--- config.mk ---
export PLATFORM = sky130hd
export DESIGN_NAME = mem_port_downsizer
export DESIGN_NICKNAME = d
export VERILOG_FILES = /design/src/rtl/mpdc_pkg.sv /design/src/rtl/mpdc_ctrl.sv /design/src/rtl/mpdc_wslice.sv /design/src/rtl/mpdc_rpack.sv /design/src/rtl/mem_port_downsizer.sv
export SDC_FILE = /design/constraint.sdc
export NUM_CORES = 1
export LEC_CHECK = 0
export CAP_MARGIN = 20
export CORE_MARGIN = 2
export CORE_UTILIZATION = 46
export CTS_CLUSTER_SIZE = 28
export DETAILED_ROUTE_END_ITERATION = 16
export GPL_ROUTABILITY_DRIVEN = 0
export PLACE_DENSITY = 0.8
export SKIP_CTS_REPAIR_TIMING = 1
export SYNTH_ARGS = -nofsm -noshare
export SYNTH_HDL_FRONTEND = slang
export SYNTH_SLANG_ARGS = --single-unit
--- constraint.sdc ---
create_clock -name clk -period 2.1 [get_ports clk]
set_input_delay 0.42 -clock clk [delete_from_list [all_inputs] [get_ports clk]]
set_output_delay 0.42 -clock clk [all_outputs]
set_load 0.005 [all_outputs]
--- src/rtl/mpdc_pkg.sv ---
// Shared types for the memory port down-converter.
// Assumes: nothing beyond the parameters of the block using it.
package mpdc_pkg;

    // Transaction phases of the down-converter control
    typedef enum logic [2:0] {
        ST_IDLE      = 3'd0,
        ST_WR_BEAT   = 3'd1,
        ST_WR_CMDACK = 3'd2,
        ST_WR_DATACK = 3'd3,
        ST_RD_RUN    = 3'd4,
        ST_RD_HOLD   = 3'd5
    } mpdc_state_e;

    // True when v is a power of two (one counts as two to the zero)
    function automatic bit mpdc_is_pow2(input int v);
        return (v > 0) && ((v & (v - 1)) == 0);
    endfunction

endpackage

--- src/rtl/mpdc_ctrl.sv ---
// Control for the memory port down-converter.
// Sequences one user transaction at a time into RATIO narrow beats.
// Writes: waits for command and data together, then issues each beat as a
// narrow command plus a narrow data transfer, in either order. Once all are
// done, it acknowledges the command and then the data.
// Reads: issues RATIO narrow reads, counts returns and presents one wide beat.
// Assumes: the native side returns reads in order and never returns more than
// it was asked for; the user holds valid signals until they are acknowledged.
module mpdc_ctrl
    import mpdc_pkg::*;
#(
    parameter  int RATIO = 4,
    localparam int CNT_W = $clog2(RATIO + 1),
    localparam int IDX_W = (RATIO > 1) ? $clog2(RATIO) : 1
) (
    input  logic             clk,
    input  logic             rst_n,
    input  logic             u_cmd_valid,
    input  logic             u_cmd_we,
    input  logic             u_wr_valid,
    input  logic             u_rd_ready,
    input  logic             n_cmd_ready,
    input  logic             n_wr_ready,
    input  logic             n_rd_valid,
    output logic             u_cmd_ready,
    output logic             u_wr_ready,
    output logic             u_rd_valid,
    output logic             n_cmd_valid,
    output logic             n_cmd_we,
    output logic             n_wr_valid,
    output logic             n_rd_ready,
    output logic             load,
    output logic             ret_take,
    output logic [IDX_W-1:0] sub_idx
);

    localparam logic [CNT_W-1:0] LAST_IDX = CNT_W'(RATIO - 1);
    localparam logic [CNT_W-1:0] ALL_IDX  = CNT_W'(RATIO);

    mpdc_state_e      st;
    logic [CNT_W-1:0] sub_cnt;
    logic [CNT_W-1:0] ret_cnt;
    logic             cmd_sent;
    logic             dat_sent;
    logic             cmd_fire;
    logic             dat_fire;
    logic             beat_done;

    // Handshake outputs decoded from the current phase
    always_comb begin
        load        = (st == ST_IDLE) && u_cmd_valid && (!u_cmd_we || u_wr_valid);
        u_cmd_ready = ((st == ST_IDLE) && u_cmd_valid && !u_cmd_we) || (st == ST_WR_CMDACK);
        u_wr_ready  = (st == ST_WR_DATACK);
        u_rd_valid  = (st == ST_RD_HOLD);
        n_cmd_we    = (st == ST_WR_BEAT);
        n_cmd_valid = ((st == ST_WR_BEAT) && !cmd_sent) ||
                      ((st == ST_RD_RUN) && (sub_cnt != ALL_IDX));
        n_wr_valid  = (st == ST_WR_BEAT) && !dat_sent;
        n_rd_ready  = (st == ST_RD_RUN) && (ret_cnt != ALL_IDX);
        cmd_fire    = n_cmd_valid && n_cmd_ready;
        dat_fire    = n_wr_valid && n_wr_ready;
        beat_done   = (cmd_sent || cmd_fire) && (dat_sent || dat_fire);
        ret_take    = n_rd_valid && n_rd_ready;
        sub_idx     = sub_cnt[IDX_W-1:0];
    end

    // Phase register, sub-word counters and per-beat handshake flags
    always_ff @(posedge clk) begin
        if (!rst_n) begin
            st       <= ST_IDLE;
            sub_cnt  <= '0;
            ret_cnt  <= '0;
            cmd_sent <= 1'b0;
            dat_sent <= 1'b0;
        end else begin
            case (st)
                ST_IDLE: begin
                    if (load) begin
                        st       <= u_cmd_we ? ST_WR_BEAT : ST_RD_RUN;
                        sub_cnt  <= '0;
                        ret_cnt  <= '0;
                        cmd_sent <= 1'b0;
                        dat_sent <= 1'b0;
                    end
                end
                ST_WR_BEAT: begin
                    if (beat_done) begin
                        cmd_sent <= 1'b0;
                        dat_sent <= 1'b0;
                        if (sub_cnt == LAST_IDX) begin
                            st <= ST_WR_CMDACK;
                        end else begin
                            sub_cnt <= sub_cnt + 1'b1;
                        end
                    end else begin
                        if (cmd_fire) cmd_sent <= 1'b1;
                        if (dat_fire) dat_sent <= 1'b1;
                    end
                end
                ST_WR_CMDACK: st <= ST_WR_DATACK;
                ST_WR_DATACK: st <= ST_IDLE;
                ST_RD_RUN: begin
                    if (cmd_fire) sub_cnt <= sub_cnt + 1'b1;
                    if (ret_take) begin
                        ret_cnt <= ret_cnt + 1'b1;
                        if (ret_cnt == LAST_IDX) st <= ST_RD_HOLD;
                    end
                end
                ST_RD_HOLD: begin
                    if (u_rd_ready) st <= ST_IDLE;
                end
                default: st <= ST_IDLE;
            endcase
        end
    end

    AST_DATA_ACK_AFTER_CMD_ACK: assert property (@(posedge clk) disable iff (!rst_n)
        u_wr_ready |-> $past(u_cmd_ready)) else $error("data ack without command ack");
    AST_RD_RESULT_HELD: assert property (@(posedge clk) disable iff (!rst_n)
        u_rd_valid && !u_rd_ready |=> u_rd_valid) else $error("read result dropped");
    AST_NCMD_VALID_HELD: assert property (@(posedge clk) disable iff (!rst_n)
        n_cmd_valid && !n_cmd_ready |=> n_cmd_valid) else $error("narrow command dropped");
    AST_NWR_VALID_HELD: assert property (@(posedge clk) disable iff (!rst_n)
        n_wr_valid && !n_wr_ready |=> n_wr_valid) else $error("narrow data dropped");
    AST_QUIET_WHILE_RESULT: assert property (@(posedge clk) disable iff (!rst_n)
        u_rd_valid |-> !n_cmd_valid && !n_rd_ready && !u_cmd_ready) else $error("activity while result pending");
    AST_SUB_COUNT_BOUND: assert property (@(posedge clk) disable iff (!rst_n)
        sub_cnt <= ALL_IDX && ret_cnt <= ALL_IDX) else $error("sub-word counter overran");

endmodule

--- src/rtl/mpdc_wslice.sv ---
// Write and address path for the memory port down-converter.
// Captures the user address, data and mask when a transaction is loaded.
// Presents the narrow address, data slice and mask slice for the current
// sub-word index. Sub-word 0 is the least significant slice.
// Assumes: load is only raised while the user inputs are valid.
module mpdc_wslice #(
    parameter  int WIDE_W   = 64,
    parameter  int NARROW_W = 16,
    parameter  int ADDR_W   = 16,
    localparam int RATIO    = WIDE_W / NARROW_W,
    localparam int LOG2R    = $clog2(RATIO),
    localparam int IDX_W    = (RATIO > 1) ? LOG2R : 1,
    localparam int NADDR_W  = ADDR_W + LOG2R,
    localparam int WB       = WIDE_W / 8,
    localparam int NB       = NARROW_W / 8
) (
    input  logic                clk,
    input  logic                rst_n,
    input  logic                load,
    input  logic [ADDR_W-1:0]   u_addr,
    input  logic [WIDE_W-1:0]   u_data,
    input  logic [WB-1:0]       u_mask,
    input  logic [IDX_W-1:0]    sub_idx,
    output logic [NADDR_W-1:0]  n_addr,
    output logic [NARROW_W-1:0] n_data,
    output logic [NB-1:0]       n_mask
);

    logic [ADDR_W-1:0] addr_q;
    logic [WIDE_W-1:0] data_q;
    logic [WB-1:0]     mask_q;

    // Capture the user transaction at load
    always_ff @(posedge clk) begin
        if (!rst_n) begin
            addr_q <= '0;
            data_q <= '0;
            mask_q <= '0;
        end else if (load) begin
            addr_q <= u_addr;
            data_q <= u_data;
            mask_q <= u_mask;
        end
    end

    // Select the data and mask slices of the current sub-word
    always_comb begin
        n_data = data_q[int'(sub_idx) * NARROW_W +: NARROW_W];
        n_mask = mask_q[int'(sub_idx) * NB +: NB];
    end

    // Narrow address: user address scaled by the ratio plus the sub-word index
    generate
        if (LOG2R > 0) begin : g_scaled_addr
            assign n_addr = {addr_q, sub_idx[LOG2R-1:0]};
        end else begin : g_same_addr
            assign n_addr = addr_q;
        end
    endgenerate

endmodule

--- src/rtl/mpdc_rpack.sv ---
// Read packing path for the memory port down-converter.
// Each accepted narrow return is shifted in from the top, so that after
// RATIO returns the first one sits in the least significant slice.
// Assumes: take is raised once per narrow return accepted.
module mpdc_rpack #(
    parameter  int WIDE_W   = 64,
    parameter  int NARROW_W = 16,
    localparam int RATIO    = WIDE_W / NARROW_W
) (
    input  logic                clk,
    input  logic                rst_n,
    input  logic                take,
    input  logic [NARROW_W-1:0] n_data,
    output logic [WIDE_W-1:0]   wide_data
);

    logic [WIDE_W-1:0] acc_q;

    // Shift each narrow return into the wide accumulator
    generate
        if (RATIO > 1) begin : g_shift
            always_ff @(posedge clk) begin
                if (!rst_n) acc_q <= '0;
                else if (take) acc_q <= {n_data, acc_q[WIDE_W-1:NARROW_W]};
            end
        end else begin : g_direct
            always_ff @(posedge clk) begin
                if (!rst_n) acc_q <= '0;
                else if (take) acc_q <= n_data;
            end
        end
    endgenerate

    assign wide_data = acc_q;

endmodule

--- src/rtl/mem_port_downsizer.sv ---
// Memory port width down-converter, top level.
// Connects a WIDE_W user port to a NARROW_W native port. RATIO is
// WIDE_W / NARROW_W and must be a power of two (one gives a pass-through).
// A write becomes RATIO narrow writes; a read becomes RATIO narrow reads
// packed into one wide result. One transaction is handled at a time.
// Assumes: user write command and data are presented together and held;
// native read returns arrive in command order.
module mem_port_downsizer
    import mpdc_pkg::*;
#(
    parameter  int WIDE_W   = 64,
    parameter  int NARROW_W = 16,
    parameter  int ADDR_W   = 16,
    localparam int RATIO    = WIDE_W / NARROW_W,
    localparam int LOG2R    = $clog2(RATIO),
    localparam int IDX_W    = (RATIO > 1) ? LOG2R : 1,
    localparam int NADDR_W  = ADDR_W + LOG2R,
    localparam int WB       = WIDE_W / 8,
    localparam int NB       = NARROW_W / 8
) (
    input  logic                clk,
    input  logic                rst_n,
    input  logic                u_cmd_valid,
    output logic                u_cmd_ready,
    input  logic                u_cmd_we,
    input  logic [ADDR_W-1:0]   u_cmd_addr,
    input  logic                u_wr_valid,
    output logic                u_wr_ready,
    input  logic [WIDE_W-1:0]   u_wr_data,
    input  logic [WB-1:0]       u_wr_mask,
    output logic                u_rd_valid,
    input  logic                u_rd_ready,
    output logic [WIDE_W-1:0]   u_rd_data,
    output logic                n_cmd_valid,
    input  logic                n_cmd_ready,
    output logic                n_cmd_we,
    output logic [NADDR_W-1:0]  n_cmd_addr,
    output logic                n_wr_valid,
    input  logic                n_wr_ready,
    output logic [NARROW_W-1:0] n_wr_data,
    output logic [NB-1:0]       n_wr_mask,
    input  logic                n_rd_valid,
    output logic                n_rd_ready,
    input  logic [NARROW_W-1:0] n_rd_data
);

    // Reject widths that do not divide to a power of two or are not byte sized
    generate
        if ((WIDE_W % NARROW_W) != 0 || !mpdc_is_pow2(RATIO) || (NARROW_W % 8) != 0) begin : g_bad_widths
            $error("width ratio must be an integer power of two with byte-sized words");
        end
    endgenerate

    logic             load;
    logic             ret_take;
    logic [IDX_W-1:0] sub_idx;

    mpdc_ctrl #(
        .RATIO (RATIO)
    ) i_ctrl (
        .clk         (clk),
        .rst_n       (rst_n),
        .u_cmd_valid (u_cmd_valid),
        .u_cmd_we    (u_cmd_we),
        .u_wr_valid  (u_wr_valid),
        .u_rd_ready  (u_rd_ready),
        .n_cmd_ready (n_cmd_ready),
        .n_wr_ready  (n_wr_ready),
        .n_rd_valid  (n_rd_valid),
        .u_cmd_ready (u_cmd_ready),
        .u_wr_ready  (u_wr_ready),
        .u_rd_valid  (u_rd_valid),
        .n_cmd_valid (n_cmd_valid),
        .n_cmd_we    (n_cmd_we),
        .n_wr_valid  (n_wr_valid),
        .n_rd_ready  (n_rd_ready),
        .load        (load),
        .ret_take    (ret_take),
        .sub_idx     (sub_idx)
    );

    mpdc_wslice #(
        .WIDE_W   (WIDE_W),
        .NARROW_W (NARROW_W),
        .ADDR_W   (ADDR_W)
    ) i_wslice (
        .clk     (clk),
        .rst_n   (rst_n),
        .load    (load),
        .u_addr  (u_cmd_addr),
        .u_data  (u_wr_data),
        .u_mask  (u_wr_mask),
        .sub_idx (sub_idx),
        .n_addr  (n_cmd_addr),
        .n_data  (n_wr_data),
        .n_mask  (n_wr_mask)
    );

    mpdc_rpack #(
        .WIDE_W   (WIDE_W),
        .NARROW_W (NARROW_W)
    ) i_rpack (
        .clk       (clk),
        .rst_n     (rst_n),
        .take      (ret_take),
        .n_data    (n_rd_data),
        .wide_data (u_rd_data)
    );

    AST_NCMD_ADDR_STABLE: assert property (@(posedge clk) disable iff (!rst_n)
        n_cmd_valid && !n_cmd_ready |=> $stable(n_cmd_addr) && $stable(n_cmd_we)) else $error("narrow command changed under stall");
    AST_NWR_DATA_STABLE: assert property (@(posedge clk) disable iff (!rst_n)
        n_wr_valid && !n_wr_ready |=> $stable(n_wr_data) && $stable(n_wr_mask)) else $error("narrow data changed under stall");
    AST_RD_DATA_STABLE: assert property (@(posedge clk) disable iff (!rst_n)
        u_rd_valid && !u_rd_ready |=> $stable(u_rd_data)) else $error("read result changed while held");
    AST_WRITE_NEEDS_DATA: assert property (@(posedge clk) disable iff (!rst_n)
        $rose(n_cmd_valid) && n_cmd_we |-> $past(u_wr_valid)) else $error("write started without data");

endmodule

==> impl_metrics.env, run 1 <==
export IMPL_outcome="finished, violations left"
export IMPL_violations="setup timing"
export IMPL_ios=220
export IMPL_drt_iter0_markers=368
export IMPL_grt_first_pass_wirelength_um=27500
export IMPL_hp_start="i_rpack.wide_data[14]$_SDFFE_PN0P_"
export IMPL_port_buffers=219
export IMPL_yosys_warnings=0
export IMPL_hold_path_depth=2
export IMPL_dpl_cell_area_mm2=0.009238
export IMPL_postSynth_asyncResetShare_pct=0
export IMPL_num_nets_final=1108
export IMPL_die_area_mm2=0.01597
export IMPL_hold_violations=0
export IMPL_min_path_type="reg2reg"
export IMPL_p_leak_uw=0.003826
export IMPL_clkPwrFrac_pct=31.2
export IMPL_fill_cells=1123
export IMPL_worst_slack_ns=-0.1066
export IMPL_rows=44
export IMPL_setup_violations=8
export IMPL_netSwitchingFraction_pct=29.34
export IMPL_required_ns=1.68
export IMPL_synth_edf_count=0
export IMPL_drtAntennaViolNets=0
export IMPL_syn_area_mm2=0.006887
export IMPL_slowest_stage="mux4_2"
export IMPL_power_frac_seq_pct=39.0
export IMPL_rsz0062_at_grt="yes"
export IMPL_final_period_utilization_pct=105.1
export IMPL_htree_levels=4
export IMPL_cpPeakStageDelay_ns=0.51
export IMPL_numCtsBuffers=17
export IMPL_finish_instance_area_mm2=0.009942
export IMPL_via_count=5985
export IMPL_critPathBufInv=4
export IMPL_initial_utilization_pct=47.20
export IMPL_grt_ovfl_total=0
export IMPL_crit_path_frequent_cell="buf_6"
export IMPL_avgSynthCellArea_um2=8.806
export IMPL_min_period_ns=2.207
export IMPL_cellInternalPower_uw=6699
export IMPL_cts_tree="yes"
export IMPL_root_buffer="clkbuf_16"
export IMPL_dp_hpwl_um=11710
export IMPL_seq_area_frac_synth_pct=47.38
export IMPL_insertion_delay_ns=0.42
export IMPL_core_area_mm2=0.01459
export IMPL_die_w_um=126.4
export IMPL_antenna_found_initial=0
export IMPL_synthFlopType="dfxtp_1"
export IMPL_postLayoutCoreUtil_pct=68.15
export IMPL_drc=0
export IMPL_crit_family="multiplexers"
export IMPL_first_global_vias=5536
export IMPL_holdWs_ns=0.4495
export IMPL_syn_to_final_growth_pct=44.37
export IMPL_power_density_mw_per_mm2=953.5
export IMPL_maxCapViolCount=0
export IMPL_diodes=0
export IMPL_r2r_end="i_ctrl.sub_cnt[0]$_SDFFE_PN0P_"
export IMPL_routedWlPerCell_um=14.75
export IMPL_drv_slew=0
export IMPL_p_total_uw=9480
export IMPL_worstPathMaxFanout=5
export IMPL_arrival_ns=1.79
export IMPL_clk_pin_slew_ns=0.06
export IMPL_synth_fp_nets=901
export IMPL_slew_headroom_pct=69.10
export IMPL_cts_sink_count=163
export IMPL_fmax_mhz=453.2
export IMPL_worst_pin_slew_ns=0.4635
export IMPL_vias_per_cell=5.046
export IMPL_r2r_start="i_ctrl.sub_cnt[0]$_SDFFE_PN0P_"
export IMPL_pwr_share_comb_pct=29.8
export IMPL_track_usage_pct=21.14
export IMPL_cp_start_kind="flop"
export IMPL_die_y_um=126.4
export IMPL_peakVddDrop_uv=579.8
export IMPL_r2r_setup_slack_ns=0.13
export IMPL_hold_end="i_rpack.wide_data[14]$_SDFFE_PN0P_"
export IMPL_reg2regPathDepth=8
export IMPL_path_class="reg2out"
export IMPL_path_cells="buf_6 > buf_6 > clkbuf_16 > mux4_2 > clkbuf_2"
export IMPL_wirelength_um=17490
export IMPL_grt_max_degree=72
export IMPL_worstSetupEndpointType="output port"
export IMPL_clk_path_buf_depth=2
export IMPL_syn_inst=782
export IMPL_detail_route_first_pass_iterations=4
export IMPL_p_sw_uw=2781
export IMPL_yosysUniqueCellTypes=43
export IMPL_final_layout_size_suffix_gt1_share_pct=10.88
export IMPL_ys_seq_elements=163
export IMPL_place_ws_ns=0.01721
export IMPL_finalClockSkew_ns=0.006215
## synth_stat cells (all sizes together), types with 2 or more instances
library cell,n,area (µm²)
buf,31,215.2
a21bo,2,20.02
nand2b,4,27.53
nand3,4,30.03
nor2,7,26.28
nand2,315,1182
nor4,2,27.53
a21oi,2,10.01
and3,5,31.28
o21a,2,15.01
o22ai,2,12.51
inv,10,37.53
mux4,18,405.4
a21boi,154,1156
clkbuf,30,112.6
nor3,5,30.03
ha,6,75.07
mux2i,4,40.04
dfxtp,163,3263
## how the worst max path moves through the flow
stage,start,endpoint,cells past startpoint
6_report,i_ctrl.sub_cnt[0]$_SDFFE_PN0P_,n_wr_data[9],5
5_1_grt,i_ctrl.sub_cnt[0]$_SDFFE_PN0P_,n_wr_data[9],5
4_1_cts,i_ctrl.sub_cnt[0]$_SDFFE_PN0P_,n_cmd_valid,7
3_5_place_dp,u_cmd_we,i_wslice.data_q[3]$_SDFFE_PN0P_,7
3_3_place_gp,u_cmd_we,u_cmd_ready,5
2_1_floorplan,i_ctrl.sub_cnt[1]$_SDFFE_PN0P_,i_ctrl.sub_cnt[0]$_SDFFE_PN0P_,7
## cell usage in the layout (no fill, tap or decap), types with 4 or more instances in the layout
cell / Yosys / layout
clkdlybuf4s50_1: 0 / 196
nand2_1: 315 / 315
buf_4: 14 / 15
clkbuf_16: 0 / 19
nor2_1: 7 / 7
a21boi_1: 148 / 148
inv_1: 9 / 9
and3_1: 5 / 4
buf_6: 4 / 6
dlymetal6s2s_1: 0 / 12
buf_12: 0 / 8
clkbuf_2: 0 / 10
mux2i_1: 4 / 4
ha_1: 6 / 6
clkbuf_8: 0 / 4
mux4_2: 18 / 18
dfxtp_1: 163 / 157
clkbuf_1: 30 / 5
a21boi_0: 6 / 6
## metal layers
layer	share of wire [%]	vias up	track usage, %
met5	0	-	0
met4	2.1	0	7.369
met3	6.4	26	5.525
met2	48	197	34.19
met1	43	2764	27.50
li1	-	2998	-
## metrics by stage
step | std cells | setup TNS, ns
global route | 1186 | -1.083
global placement | 1145 | 0
finish | 1186 | -0.4944
detailed placement | 1145 | 0
floorplan | 782 | 0
CTS | 1177 | -7.323
## cell families (layout without fill, tap and decap cells)
group,count (synthesis),in the layout,synth area share (%)
adders and majority gates,6,6,1.090
and+or+nand+nor,347,347,20.37
buffers and inverters,71,291,5.305
muxes,23,23,6.632
xor gates and xnor gates,2,2,0.2544
DFF,163,163,47.38
AOI/OAI and AO/OA,170,170,18.97
## area by class of cell
| type | count | area (µm²) | area share (%) |
|---|---|---|---|
| multi-input cells | 548 | 3276 | 32.95 |
| clock buffers | 26 | 499.2 | 5.021 |
| clock inverters | 6 | 68.82 | 0.6922 |
| flip-flops and latches | 163 | 3278 | 32.97 |
| repair buffers | 249 | 2552 | 25.67 |
| inverters | 10 | 37.54 | 0.3775 |
| well taps | 184 | 230.2 | 2.316 |
## power groups by stage
stage / sequential, µW / combinational, µW / clock (µW)
after CTS: 3670 / 2700 / 3020
after global routing: 3740 / 3090 / 3160
after global placement: 3720 / 2650 / 0
after detailed placement: 3730 / 2680 / 0
final: 3700 / 2830 / 2960
after floorplan: 3670 / 1670 / 0
## registers in the layout, indices dropped and copies added (netlist names)
signal,cells
i_rpack.wide_data,64
i_ctrl.st,3
i_wslice.mask_q,8
i_wslice.data_q,64
i_ctrl.sub_cnt,3
i_wslice.addr_q,16
i_ctrl.ret_cnt,3
i_ctrl.dat_sent,1
i_ctrl.cmd_sent,1
## worst reg2reg max path: stages (launching register included)
cell and delay [ns]:
dfxtp_4 0.37, buf_6 0.14, buf_4 0.15, ha_1 0.19, ha_1 0.21, a21oi_1 0.16, a31oi_1 0.09, a2111oi_4 0.34
mux2i_1 0.25
Note: power is estimated with default switching activity, not from simulation.
==> run 2, diff against run 1 <==
CORE_UTILIZATION = 47   (was 46)
SLEW_MARGIN = 20   (was not set)
SYNTH_HIERARCHICAL = 1   (was not set)
==> impl_metrics.env, run 2 <==
export IMPL_outcome="finished, violations left"
export IMPL_violations="setup timing"
export IMPL_met3_usage_pct=7.077
export IMPL_ys_seq_elements=163
export IMPL_busiest_layer="met2"
export IMPL_worst_pin_slew_ns=0.6184
export IMPL_grtUsageMet1_pct=24.79
export IMPL_min_path_type="in2reg"
export IMPL_numCtsBuffers=17
export IMPL_cp_start_kind="flop"
export IMPL_drt_iter0_markers=250
export IMPL_clk_path_buf_depth=2
export IMPL_drtAntennaViolNets=0
export IMPL_p_total_uw=10570
export IMPL_via_count=5245
export IMPL_worst_slack_ns=-0.1646
export IMPL_worstPathMaxFanout=5
export IMPL_arrival_ns=1.84
export IMPL_port_buffers=219
export IMPL_path_class="reg2out"
export IMPL_min_period_ns=2.265
export IMPL_fill_cells=1023
export IMPL_ios=220
export IMPL_die_y_um=127.0
export IMPL_grtUsageMet2_pct=35.77
export IMPL_yosysUniqueCellTypes=44
export IMPL_die_w_um=127.0
export IMPL_final_layout_size_suffix_gt1_share_pct=15.51
export IMPL_postSynth_asyncResetShare_pct=0
export IMPL_hold_violations=0
export IMPL_drc=0
export IMPL_rsz0062_at_grt="yes"
export IMPL_num_nets_final=970
export IMPL_syn_to_final_growth_pct=45.95
export IMPL_wirelength_um=17780
export IMPL_rows=44
export IMPL_yosys_warnings=6
export IMPL_htree_levels=4
export IMPL_p_leak_uw=0.003838
export IMPL_synth_fp_nets=733
export IMPL_synth_compound_area_share_pct=2.850
export IMPL_fmax_mhz=441.6
export IMPL_final_period_utilization_pct=107.8
export IMPL_final_cell_mix="193 x clkdlybuf4s50_1, 160 x dfxtp_1, 155 x mux2i_1"
export IMPL_yosys_top_cells_count="163 x dfxtp_1, 155 x mux2i_1, 154 x nor2b_1"
export IMPL_detail_route_first_pass_iterations=4
export IMPL_drv_slew=0
export IMPL_vias_per_cell=4.995
export IMPL_cts_tree="yes"
export IMPL_finalClockSkew_ns=0.007545
export IMPL_synth_top_family_by_area="multiplexers"
export IMPL_synth_simple_area_share_pct=16.31
export IMPL_setup_violations=16
export IMPL_synth_edf_count=0
export IMPL_synthXorXnorAreaFrac_pct=0.2463
export IMPL_synth_top_area_share_pct=45.88
export IMPL_syn_area_mm2=0.007113
export IMPL_first_global_vias=5307
export IMPL_yosys_cell_count_top_type="dfxtp_1"
export IMPL_grt_max_degree=82
export IMPL_yosys_area_top_type="dfxtp_1"
export IMPL_yosys_top_cells_area="dfxtp_1 46%, mux2i_1 22%, nor2b_1 14%"
export IMPL_layout_commonest_cell="clkdlybuf4s50_1"
export IMPL_peakVddDrop_uv=571.0
export IMPL_grt_ovfl_total=0
export IMPL_synthFlopType="dfxtp_1"
export IMPL_avgSynthCellArea_um2=11.58
export IMPL_cts_sink_count=163
export IMPL_power_density_mw_per_mm2=1018
export IMPL_die_area_mm2=0.01613
export IMPL_seq_area_frac_synth_pct=45.88
export IMPL_slew_headroom_pct=58.77
export IMPL_initial_utilization_pct=48.57
export IMPL_core_area_mm2=0.01464
export IMPL_syn_inst=614
export IMPL_clk_pin_slew_ns=0.06
export IMPL_maxCapViolCount=0
export IMPL_antenna_found_initial=2
export IMPL_track_usage_pct=21.03
export IMPL_muxShareOfSynthArea_pct=28.14
export IMPL_postLayoutCoreUtil_pct=70.89
export IMPL_root_buffer="clkbuf_16"
export IMPL_worstSetupEndpointType="output port"
export IMPL_dp_hpwl_um=12250
export IMPL_routedWlPerCell_um=16.93
export IMPL_required_ns=1.68
export IMPL_synthAdderAreaFrac_pct=1.055
export IMPL_insertion_delay_ns=0.42
export IMPL_grt_first_pass_wirelength_um=26880
[run 2: cell types whose count changed in the layout (fill, tap and decap cells not counted), moves of 5 or more]
cell and delta:
mux2i_1 +151, buf_4 +10, a21boi_1 -148, nand2_1 -307, nor2b_1 +153, clkbuf_1 -5
a21boi_0 -6
[run 2: metal layers]
metal | routed length [µm] | share of wire (%) | vias to the layer above
li1 | - | - | 2582
met1 | 7636 | 43 | 2473
met2 | 8683 | 49 | 172
met3 | 1209 | 6.8 | 18
met4 | 251 | 1.4 | 0
met5 | 0 | 0 | -
[run 2: stage by stage]
stage / std cells / setup slack, ns / hold WS, ns / instance area (µm²) / TNS (ns)
after floorplan: 614 / 0.3142 / 0.4334 / 7113 / 0
final: 1050 / -0.1646 / 0.3236 / 10380 / -1.241
after global routing: 1048 / -0.2271 / 0.3101 / 10380 / -2.165
after CTS: 1031 / -0.4911 / 0.3047 / 10170 / -8.860
after global placement: 999 / 0.04572 / 0.4479 / 9539 / 0
after detailed placement: 999 / -0.01500 / 0.4648 / 9539 / -0.02462
[run 2: layout make-up]
cell class | instances | area [µm²] | area share, %
Sequential cell | 163 | 3272 | 31.52
Timing Repair Buffer | 264 | 2694 | 25.95
Clock buffer | 20 | 466.7 | 4.496
Antenna cell | 2 | 5.005 | 0.04821
Multi-Input combinational cell | 394 | 3503 | 33.75
Inverter | 11 | 41.29 | 0.3977
Clock inverter | 12 | 168.9 | 1.627
Tap cell | 184 | 230.2 | 2.218
[run 2: power breakdown]
| part | switching (µW) | internal (µW) | total (µW) |
|---|---|---|---|
| Clock | 1290 | 1990 | 3280 |
| Sequential | 230 | 3460 | 3690 |
| Combinational | 1470 | 2130 | 3600 |
[run 2: path summary, 6_finish.rpt]
path                                        to  depth (start not counted)  slack [ns]                      startpoint
setup / recovery                  n_wr_data[2]                          6       -0.16  i_ctrl/sub_cnt[0]$_SDFFE_PN0P_
setup reg to reg     i_ctrl/st[2]$_SDFFE_PN0P_                          9        0.03  i_ctrl/sub_cnt[0]$_SDFFE_PN0P_
hold / removal       i_ctrl/st[0]$_SDFFE_PN0P_                          2        0.32                           rst_n
hold reg to reg   i_ctrl/dat_sent$_SDFFE_PN0P_                          2        0.48    i_ctrl/dat_sent$_SDFFE_PN0P_
[run 2: critical path, stage by stage (launching register included)]
cell and delay, ns:
dfxtp_4 0.38, buf_12 0.11, buf_12 0.10, buf_4 0.10, buf_6 0.08, mux4_2 0.50
buf_6 0.14
[run 2: cell families (layout without fill, tap and decap cells)]
logic type | count (synthesis) | count (layout)
AOI/OAI and AO/OA | 23 | 23
xor gates and xnor gates | 2 | 2
other | 0 | 2
DFF | 163 | 163
and+or+nand+nor | 189 | 189
buffers and inverters | 57 | 307
muxes | 174 | 174
adders and majority gates | 6 | 6
==> run 3, diff against run 2 <==
--- a/config.mk
+++ b/config.mk
@@ -7,10 +7,12 @@
 export LEC_CHECK = 0
 export CAP_MARGIN = 20
+export CELL_PAD_IN_SITES_DETAIL_PLACEMENT = 2
+export CELL_PAD_IN_SITES_GLOBAL_PLACEMENT = 2
 export CORE_MARGIN = 2
-export CORE_UTILIZATION = 47
+export CORE_UTILIZATION = 29
 export CTS_CLUSTER_SIZE = 28
 export DETAILED_ROUTE_END_ITERATION = 16
 export GPL_ROUTABILITY_DRIVEN = 0
-export PLACE_DENSITY = 0.8
+export PLACE_DENSITY_LB_ADDON = 0.1
 export SKIP_CTS_REPAIR_TIMING = 1
 export SLEW_MARGIN = 20
==> constraint.sdc (replaced) <==
create_clock -name clk -period 2.1 [get_ports clk]
set_input_delay 0.42 -clock clk [delete_from_list [all_inputs] [get_ports clk]]
set_output_delay 0.42 -clock clk [all_outputs]
set_load 0.1 [all_outputs]
==> impl_metrics.env, run 3 (synthesis results as in run 2) <==
export IMPL_final_period_utilization_pct=105.6
export IMPL_pwr_share_comb_pct=43.9
export IMPL_grtUsageMet2_pct=29.21
export IMPL_fill_cells=2504
export IMPL_clk_path_buf_depth=2
export IMPL_required_ns=1.68
export IMPL_antenna_found_initial=1
export IMPL_root_buffer="clkbuf_16"
export IMPL_final_cell_mix="158 x dfxtp_1, 155 x mux2i_1, 154 x nor2b_1"
export IMPL_hold_violations=0
export IMPL_grt_first_pass_wirelength_um=33930
export IMPL_p_sw_uw=4940
export IMPL_syn_to_final_growth_pct=47.23
export IMPL_initial_utilization_pct=29.42
export IMPL_ios=220
export IMPL_worst_slack_ns=-0.1173
export IMPL_dp_cells=1133
export IMPL_insertion_delay_ns=0.43
export IMPL_first_global_vias=6001
export IMPL_slowest_stage="mux4_2"
export IMPL_drc=0
export IMPL_min_path_type="in2reg"
export IMPL_num_nets_final=954
export IMPL_drtAntennaViolNets=0
export IMPL_drv_slew=0
export IMPL_rows=57
export IMPL_busiest_layer="met2"
export IMPL_power_density_mw_per_mm2=1193
export IMPL_drt_iter0_markers=201
export IMPL_cp_start_kind="flop"
export IMPL_port_buffers=219
export IMPL_worstPathMaxFanout=7
export IMPL_via_count=5329
export IMPL_numCtsBuffers=17
export IMPL_path_cells="buf_6 > clkbuf_16 > mux4_2 > buf_12"
export IMPL_cellInternalPower_uw=7551
export IMPL_maxCapViolCount=0
export IMPL_layout_commonest_cell="dfxtp_1"
export IMPL_rsz0062_at_grt="yes"
export IMPL_die_w_um=160.6
export IMPL_netSwitchingFraction_pct=39.55
export IMPL_slew_headroom_pct=68.41
export IMPL_grt_ovfl_total=0
export IMPL_power_frac_seq_pct=29.9
export IMPL_stdcell_count=1173
export IMPL_vias_per_cell=4.543
export IMPL_worstSetupEndpointType="output port"
export IMPL_wirelength_um=21890
export IMPL_met3_usage_pct=4.881
export IMPL_final_layout_size_suffix_gt1_share_pct=25.59
export IMPL_die_y_um=160.6
export IMPL_setup_violations=18
export IMPL_worst_pin_slew_ns=0.4738
export IMPL_die_area_mm2=0.02580
export IMPL_peakVddDrop_uv=407.6
export IMPL_htree_levels=4
export IMPL_routedWlPerCell_um=18.66
export IMPL_arrival_ns=1.80
export IMPL_clk_pin_slew_ns=0.07
export IMPL_p_leak_uw=0.003855
export IMPL_finalClockSkew_ns=0.01091
export IMPL_cts_tree="yes"
export IMPL_clkPwrFrac_pct=26.2
export IMPL_fmax_mhz=451.0
export IMPL_core_area_mm2=0.02418
export IMPL_detail_route_first_pass_iterations=4
export IMPL_dp_hpwl_um=15320
export IMPL_cts_sink_count=163
export IMPL_path_class="reg2out"
export IMPL_violations="setup timing"
export IMPL_min_period_ns=2.217
export IMPL_grtUsageMet1_pct=20.10
export IMPL_outcome="finished, violations left"
export IMPL_cpPeakStageDelay_ns=0.54
export IMPL_grt_max_degree=83
export IMPL_holdWs_ns=0.4003
export IMPL_track_usage_pct=16.70
==> run 3: cell types whose count changed in the layout (fill, tap and decap cells not counted), sizes merged <==
cell           change
dlymetal6s2s       -9
inv                +6
clkinvlp           -1
clkinv             -1
clkdlybuf4s50     -82
buf               +84
bufinv             -1
diode              -1
clkbuf            -12
==> run 3: path summary, 6_finish.rpt <==
kind / start / endpoint / slack, ns / cells after the start
worst max-delay path: i_ctrl/sub_cnt[0]$_SDFFE_PN0P_ / n_wr_data[15] / -0.12 / 4
worst min register to register: i_ctrl/sub_cnt[1]$_SDFFE_PN0P_ / i_ctrl/sub_cnt[1]$_SDFFE_PN0P_ / 0.52 / 2
worst min-delay path: rst_n / i_ctrl/st[0]$_SDFFE_PN0P_ / 0.40 / 2
worst max register to register: i_ctrl/sub_cnt[0]$_SDFFE_PN0P_ / i_ctrl/st[0]$_SDFFE_PN0P_ / 0.09 / 8
==> run 3: worst max-delay path: cells and delay by family (launching register included) <==
| family | cells | cell delay (ns) |
|---|---|---|
| multiplexers | 1 | 0.54 |
| buffers and inverters | 3 | 0.50 |
| flip-flops | 1 | 0.33 |
==> run 3: area by class of cell <==
class,instances,area (µm²),share of cell area (%)
timing repair buffer,248,2620,25.02
tap,324,405.4,3.871
clock buffer,17,425.4,4.062
sequential,163,3277,31.29
inverter,11,41.29,0.3943
multi-input combinational,394,3515,33.56
clock inverter,15,186.4,1.780
antenna,1,2.502,0.02389
==> run 3: stage by stage <==
| stage | setup TNS (ns) | setup WS [ns] | total power, µW | util (%) | area [µm²] |
|---|---|---|---|---|---|
| global placement | 0 | 0.04185 | 8896 | 40.25 | 9731 |
| detailed placement | -0.05955 | -0.05381 | 9061 | 40.25 | 9731 |
| floorplan | -0.3435 | -0.3435 | 7503 | - | 7142 |
| finish | -1.811 | -0.1173 | 12490 | 43.32 | 10470 |
| global route | -3.098 | -0.1872 | 13100 | 43.32 | 10470 |
| CTS | -5.227 | -0.3210 | 12400 | 42.78 | 10340 |
==> run 3: per-layer routing <==
metal | up-vias | share of wire [%]
li1 | 2538 | -
met1 | 2645 | 43
met2 | 136 | 51
met3 | 10 | 5.1
met4 | 0 | 0.96
met5 | - | 0
==> run 3: power by group through the flow <==
stage               clock network [µW]  logic [µW]  registers [µW]
finish                            3270        5490            3740
CTS                               3400        5280            3730
detailed placement                   0        5270            3790
global route                      3540        5770            3780
floorplan                            0        3280            4220
global placement                     0        5140            3750
